## src/rtl/alu4_pkg.sv

```systemverilog
package alu4_pkg;
  localparam int SEL_W = 4;

  typedef struct packed {
    logic             logic_mode;
    logic [SEL_W-1:0] sel;
    logic             cin;
  } alu_ctl_t;
endpackage

```

## src/rtl/alu4_in_stage.sv

```systemverilog
module alu4_in_stage
  import alu4_pkg::*;
#(
  parameter int W = 4
) (
  input  logic         clk,
  input  logic         rst_n,
  input  logic [W-1:0] a_i,
  input  logic [W-1:0] b_i,
  input  alu_ctl_t     ctl_i,
  output logic [W-1:0] a_q,
  output logic [W-1:0] b_q,
  output alu_ctl_t     ctl_q
);
  logic [W-1:0] a_d;
  logic [W-1:0] b_d;
  alu_ctl_t     ctl_d;

  // next-state: capture every cycle
  always_comb begin
    a_d   = a_i;
    b_d   = b_i;
    ctl_d = ctl_i;
  end

  always_ff @(posedge clk or negedge rst_n) begin
    if (!rst_n) begin
      a_q   <= '0;
      b_q   <= '0;
      ctl_q <= '0;
    end else begin
      a_q   <= a_d;
      b_q   <= b_d;
      ctl_q <= ctl_d;
    end
  end
endmodule

```

## src/rtl/alu4_operand_gen.sv

```systemverilog
module alu4_operand_gen
  import alu4_pkg::*;
#(
  parameter int W = 4
) (
  input  logic [W-1:0]     a,
  input  logic [W-1:0]     b,
  input  logic [SEL_W-1:0] sel,
  output logic [W-1:0]     x,
  output logic [W-1:0]     y
);
  // Per bit: x gathers A with optional B / NOT B terms (sel[1:0]),
  // y gathers optional A AND B / A AND NOT B terms (sel[3:2]).
  for (genvar i = 0; i < W; i++) begin : g_bit
    assign x[i] = a[i] | (sel[0] & b[i]) | (sel[1] & ~b[i]);
    assign y[i] = (sel[3] & a[i] & b[i]) | (sel[2] & a[i] & ~b[i]);
  end
endmodule

```

## src/rtl/alu4_ripple.sv

```systemverilog
module alu4_ripple #(
  parameter int W = 4
) (
  input  logic [W-1:0] x,
  input  logic [W-1:0] y,
  input  logic         cin,
  output logic [W-1:0] sum,
  output logic         cout
);
  logic [W:0] carry;

  assign carry[0] = cin;

  for (genvar i = 0; i < W; i++) begin : g_fa
    assign sum[i]     = x[i] ^ y[i] ^ carry[i];
    assign carry[i+1] = (x[i] & y[i]) | (carry[i] & (x[i] ^ y[i]));
  end

  assign cout = carry[W];
endmodule

```

## src/rtl/alu4_dual.sv

```systemverilog
module alu4_dual
  import alu4_pkg::*;
#(
  parameter int W = 4
) (
  input  logic             clk,
  input  logic             rst_n,
  input  logic [W-1:0]     a_i,
  input  logic [W-1:0]     b_i,
  input  logic             mode_i,
  input  logic [SEL_W-1:0] sel_i,
  input  logic             cin_i,
  output logic [W-1:0]     f_o,
  output logic             cout_o
);
  alu_ctl_t     ctl_in;
  alu_ctl_t     ctl_q;
  logic [W-1:0] a_q;
  logic [W-1:0] b_q;
  logic [W-1:0] x;
  logic [W-1:0] y;
  logic [W-1:0] sum;
  logic         sum_cout;
  logic [W-1:0] f_d;
  logic         cout_d;

  assign ctl_in = '{logic_mode: mode_i, sel: sel_i, cin: cin_i};

  alu4_in_stage #(.W(W)) u_in (
    .clk  (clk),
    .rst_n(rst_n),
    .a_i  (a_i),
    .b_i  (b_i),
    .ctl_i(ctl_in),
    .a_q  (a_q),
    .b_q  (b_q),
    .ctl_q(ctl_q)
  );

  alu4_operand_gen #(.W(W)) u_ops (
    .a  (a_q),
    .b  (b_q),
    .sel(ctl_q.sel),
    .x  (x),
    .y  (y)
  );

  alu4_ripple #(.W(W)) u_add (
    .x   (x),
    .y   (y),
    .cin (ctl_q.cin),
    .sum (sum),
    .cout(sum_cout)
  );

  // Logic group reuses the operand terms: no carries, inverted half-sum.
  always_comb begin
    if (ctl_q.logic_mode) begin
      f_d    = ~(x ^ y);
      cout_d = 1'b0;
    end else begin
      f_d    = sum;
      cout_d = sum_cout;
    end
  end

  always_ff @(posedge clk or negedge rst_n) begin
    if (!rst_n) begin
      f_o    <= '0;
      cout_o <= 1'b0;
    end else begin
      f_o    <= f_d;
      cout_o <= cout_d;
    end
  end
endmodule

```

## config.mk

```make
export PLATFORM = sky130hd
export DESIGN_NAME = alu4_dual
export DESIGN_NICKNAME = d
export VERILOG_FILES = /design/src/rtl/alu4_pkg.sv /design/src/rtl/alu4_in_stage.sv /design/src/rtl/alu4_operand_gen.sv /design/src/rtl/alu4_ripple.sv /design/src/rtl/alu4_dual.sv
export SDC_FILE = /design/constraint.sdc
export NUM_CORES = 1
export LEC_CHECK = 0
export CELL_PAD_IN_SITES_DETAIL_PLACEMENT = 1
export CELL_PAD_IN_SITES_GLOBAL_PLACEMENT = 1
export CORE_UTILIZATION = 40
export DETAILED_ROUTE_END_ITERATION = 10
export PLACE_DENSITY_LB_ADDON = 0.08
export RECOVER_POWER = 50
export SLEW_MARGIN = 20
export SYNTH_ARGS = -nofsm -noshare
export SYNTH_HDL_FRONTEND = slang
export SYNTH_HIERARCHICAL = 1
export SYNTH_SLANG_ARGS = --single-unit
```

## constraint.sdc

```tcl
create_clock -name clk -period 4.52 [get_ports clk]
set_clock_uncertainty 0.2 [all_clocks]
set_input_delay 0.452 -clock clk [delete_from_list [all_inputs] [get_ports clk]]
set_output_delay 0.452 -clock clk [all_outputs]
set_load 0.005 [all_outputs]
```

=== After elaboration in Yosys (flattened, before gate mapping) ===
Cells that the tools add are included.

* Bits of input ports: 16
* Output and inout port bits: 5
* Register bits after elaboration: 19

* Bitwise operators: 62
* Muxes and demuxes: 2

{| class="wikitable"
|+ Operators with widths
! cell !! number
|-
| $and 1x1->1 || 32
|-
| $or 1x1->1 || 16
|-
| $xor 1x1->1 || 8
|-
| $mux 4 || 1
|-
| $not 1->1 || 4
|-
| $not 4->4 || 1
|-
| $xor 4x4->4 || 1
|-
| $mux 1 || 1
|}

=== Longest topological paths before layout ===
* Depth after elaboration: 13
* Gate-level depth with buffers: 11
* Gate-level depth less buffers: 11

=== By module ===
The synthesis kept the hierarchy.

{| class="wikitable"
|+ Modules (own cells, without submodules)
! module !! cells each !! instances !! area an instance (µm²)
|-
| alu4_in_stage || 14 || 1 || 350.3
|-
| alu4_dual || 14 || 1 || 211.5
|-
| alu4_operand_gen || 16 || 1 || 125.1
|-
| alu4_ripple || 14 || 1 || 117.6
|}

=== Least setup slack after synthesis ===
No wires, ideal clock.

* Path kind: flip-flop to flip-flop
* From: register, netlist name u_in/ctl_q[2]
* To: register f_o[3]
* Library setup time: 0.064 ns
* Buffers on the path: 0
* Slack: 1.853 ns
* Arrival time: 2.403 ns
* Cell stages (with the launch flop): 12
* Path through: dfrtp_1 -> nor2b_1 -> a211o_1 -> fa_1 -> inv_1 -> fa_1 -> inv_1 -> fa_1 -> inv_1 -> fa_1 -> inv_1 -> mux2_2

* Word-level cells in the longest chain between the ends: 11

{| class="wikitable"
|+ RTL lines
! element !! RTL line !! RTL
|-
| $and 1x1->1 * || alu4_operand_gen.sv:15 || <nowiki>assign x[i] = a[i] | (sel[0] & b[i]) | (sel[1] & ~b[i]);</nowiki>
|-
| $or 1x1->1 * || alu4_operand_gen.sv:15 ||
|-
| via x[0] || alu4_dual.sv:20 || <nowiki>logic [W-1:0] x;</nowiki>
|-
| $xor 1x1->1 || alu4_ripple.sv:16 || <nowiki>assign carry[i+1] = (x[i] & y[i]) | (carry[i] & (x[i] ^ y[i]));</nowiki>
|-
| $and 1x1->1 || alu4_ripple.sv:16 ||
|-
| $or 1x1->1 * || alu4_ripple.sv:16 ||
|-
| $and 1x1->1 * || alu4_ripple.sv:16 ||
|-
| $or 1x1->1 * || alu4_ripple.sv:16 ||
|-
| $and 1x1->1 * || alu4_ripple.sv:16 ||
|-
| $or 1x1->1 * || alu4_ripple.sv:16 ||
|-
| $xor 1x1->1 * || alu4_ripple.sv:15 || <nowiki>assign sum[i] = x[i] ^ y[i] ^ carry[i];</nowiki>
|-
| via sum[3] || alu4_dual.sv:22 || <nowiki>logic [W-1:0] sum;</nowiki>
|-
| $mux 4 * || alu4_dual.sv:58 || <nowiki>if (ctl_q.logic_mode) begin</nowiki>
|-
| via f_d[3] || alu4_dual.sv:24 || <nowiki>logic [W-1:0] f_d;</nowiki>
|-
| end signal, assigned || alu4_dual.sv:69 || <nowiki>f_o <= '0;</nowiki>
|-
| end signal, assigned || alu4_dual.sv:72 || <nowiki>f_o <= f_d;</nowiki>
|-
| end, declared || alu4_dual.sv:13 || <nowiki>output logic [W-1:0] f_o,</nowiki>
|}

The timed path passes the listed nets; every way through them passes the cells marked *.

=== Worst setup path in the final report ===
* From: register, netlist name u_in/ctl_q[2]
* To: register f_o[3]

* Word-level cells in the longest chain between the ends: 11

{| class="wikitable"
|+ RTL lines
! element !! RTL line
|-
| $and 1x1->1 * || alu4_operand_gen.sv:15
|-
| $or 1x1->1 * || alu4_operand_gen.sv:15
|-
| via x[0] || alu4_dual.sv:20
|-
| $xor 1x1->1 || alu4_ripple.sv:16
|-
| $and 1x1->1 || alu4_ripple.sv:16
|-
| $or 1x1->1 * || alu4_ripple.sv:16
|-
| $and 1x1->1 * || alu4_ripple.sv:16
|-
| $or 1x1->1 * || alu4_ripple.sv:16
|-
| $and 1x1->1 * || alu4_ripple.sv:16
|-
| $or 1x1->1 * || alu4_ripple.sv:16
|-
| $xor 1x1->1 * || alu4_ripple.sv:15
|-
| via sum[3] || alu4_dual.sv:22
|-
| $mux 4 * || alu4_dual.sv:58
|-
| via f_d[3] || alu4_dual.sv:24
|}

Marked as above.

==> impl_results.md <==
* Vias at around 500
* Share of layout cells above drive strength 1 at 0.0854
* Yosys warnings at 6
* Postcts setup bufs at 0
* Post-synthesis compound-gate area fraction at 0.0435
* Chip height at between 40 and 50 µm
* R2R cell count at 11
* RSZ-0062 raised after global routing: no
* Worst Path Arrival at ~2900 ps
* Crit-path slowest cell: dfrtp_1
* Final WS setup at 1660 ps
* Initial DRC Count at 1
* Core box area at roughly 1800 µm²
* Startpoint Class: register
* Clock Tree Buf Depth at 2
* Pwr Density at between 300 and 400 nW/µm²
* Crit path cell chain: nor2b_1 > a211o_1 > fa_1 > inv_1 > fa_1 > inv_1 > fa_1 > inv_1 > fa_1 > inv_1 > mux2_2
* Number of global-route vias before repair at roughly 550
* Post-synthesis sequential area ratio at 0.591
* CP max FO at 4
* # setup viols final at 0
* Post-synthesis mux area share at 0.106
* Crit end category: register
* Fin crit share at 0.632
* Initial DRT Pass Iterations at 2
* Min-delay worst type: register to register
* Reg clk slew, reported paths at ~110 ps
* Tightest Pin Transition at 800 ps
* Adder-Cell Fraction of Synth Area at 0.0995
* Fillers at between 150 and 200
* EDFF count, synth at 0
* DR vias/cell at between 4 and 5
* GRT overflow at 0
* Commonest cells post-synth: 19 x dfrtp_1, 10 x inv_1, 9 x nor2b_1
* Starting Density at 0.447
* Worst path top cell family by delay: adder cells
* Lkg Pwr at 0.000487 µW
* CP bufs+invs at 4
* DIE AREA at approximately 2200 µm²
* Area delta synth->final at 32.0%
* Post-Synthesis Net Count at 78
* Unique masters post-synth at 8
* Rel. slew slack at 0.465
* First-pass GRT wire length at roughly 2300 µm
* Chip width at 46.8 µm
* Hold_sp: u_in/ctl_q[5]
* Pin count of the biggest net entering global routing at 20
* Post-Synth XOR/XNOR Area at 0.0435
* CP Class: register to register
* Hold path cells at 1
* Post-synth top area cell: dfrtp_1
* GPL Wtd Cong at 0.736
* Initial antenna violation count at 0
* Root Buffer: clkbuf_4
* Setup TNS Final at 0 ps
* DR WL/cell at between 10 and 15 µm
* Max Cap Viol at 0
* Worst r2r src: u_in/ctl_q[2]
* Simple-gate share of the synthesized area at 0.0700
* Synth Register Bits at 19
* IO Pins at 21
* TritonCTS Buffers at 3
* DRC viols at 0
* Most used DFF post-synth: dfrtp_1
* Worst skew pair latency at 290 ps
* Placement Setup Slack at 1680 ps
* Peak VDD IR at 0.152 mV
* TritonCTS clock tree: yes
* Avg Cell Area, Syn at ~14 µm²
* Post-Syn Area at 805 µm²
* Post-route minimum period at 2860 ps
* Final slew viol count at 0
* Cells resized by post-CTS repair at 0
* H-Tree Depth at 1
* Layout Nets at 103
* R2R setup slack at 1660 ps
* Post-DRT Antenna Nets at 0
* Largest family of logic cells by synthesized area: multiplexers
* Final WL at about 1300 µm
* Final hold violation count at 0
* Mapped Cells at slightly below 60
* Ys async rst share at 1.00
* GRT Total Usage at 0.157
* Fmax at between 0.3 and 0.4 GHz
* Post-CTS Hold Fix Bufs at 0
* Status: complete, no violations
* Reg-to-reg endpoint: f_o[3]
* Ant. Diodes at 0
* Clk sink count at 19
* Min-Delay Endpoint: cout_o
* CP required at 4550 ps
* Hpwl dp at between 1000 and 1500 µm
* Top cell type's share of synthesized area at 0.591
* FP Rows at 15
* Count leader, synth: dfrtp_1
* Synth area leaders: dfrtp_1 59%, fa_1 10%, nor2b_1 7.0%
* I/O Buffers at 20
* Crit path largest cell delay at just over 400 ps
layout by cell type (no fill, tap or decap):
master,synthesis,final
xnor2_1,4,4
mux2i_1,4,4
dlygate4sd3_1,0,15
inv_1,10,10
fa_1,4,4
mux2_2,4,4
clkbuf_4,0,3
a211o_1,4,4
clkbuf_1,0,1
clkdlybuf4s50_1,0,5
dfrtp_1,19,19
nor2b_1,9,9
kinds of logic after synthesis:
| group | after synthesis |
|---|---|
| DFF | 19 |
| xor gates and xnor gates | 4 |
| AOI/OAI and AO/OA | 4 |
| adders and majority gates | 4 |
| muxes | 8 |
| and+or+nand+nor | 9 |
| buffers and inverters | 10 |
flip-flops by register name, indices dropped and copies added, names as in the netlist:
signal	count
cout_o	1
f_o	4
u_in/a_q	4
u_in/b_q	4
u_in/ctl_q	6
metrics by stage:
stage               power [µW]  hold WS [ps]  cells  area (µm²)   util
finish                     343           371    107        1060  0.590
global route               369           433    107        1060  0.590
CTS                        352           370    107        1060  0.590
detailed placement         267           347    103        1040  0.575
global placement           262           350    103        1040  0.575
floorplan                  226         -43.6     58         805      -
layout make-up:
cell class | instances | area, µm² | share of cell area
Timing Repair Buffer | 20 | 200 | 0.188
Sequential cell | 19 | 475 | 0.448
Multi-Input combinational cell | 29 | 292 | 0.274
Tap cell | 25 | 31.3 | 0.0294
Inverter | 10 | 37.5 | 0.0353
Clock buffer | 4 | 26.3 | 0.0247
report_power, final:
group          leakage [µW]  internal, µW  total, µW  switching (µW)
Sequential         0.000224           184        192            7.94
Clock             0.0000150          34.3       83.5            49.2
Combinational      0.000248          42.2       66.7            24.5
how the worst max path moves through the flow:
stage	startpoint	endpoint	slack, ps	depth (start not counted)
finish	u_in/ctl_q[2]	f_o[3]	1660	11
global route	u_in/ctl_q[2]	f_o[3]	1540	11
CTS	u_in/ctl_q[2]	f_o[3]	1640	11
detailed placement	u_in/ctl_q[2]	f_o[3]	1680	11
global placement	u_in/ctl_q[2]	f_o[3]	1770	11
floorplan	u_in/ctl_q[2]	f_o[3]	1850	11
routing by layer:
layer,routed length (µm),up-vias,track usage
met4,18,0,0.0800
li1,-,227,-
met5,0,-,0
met2,734,24,0.292
met1,444,237,0.153
met3,98,4,0.0538
No activity file was read; power rests on OpenSTA's default activity.
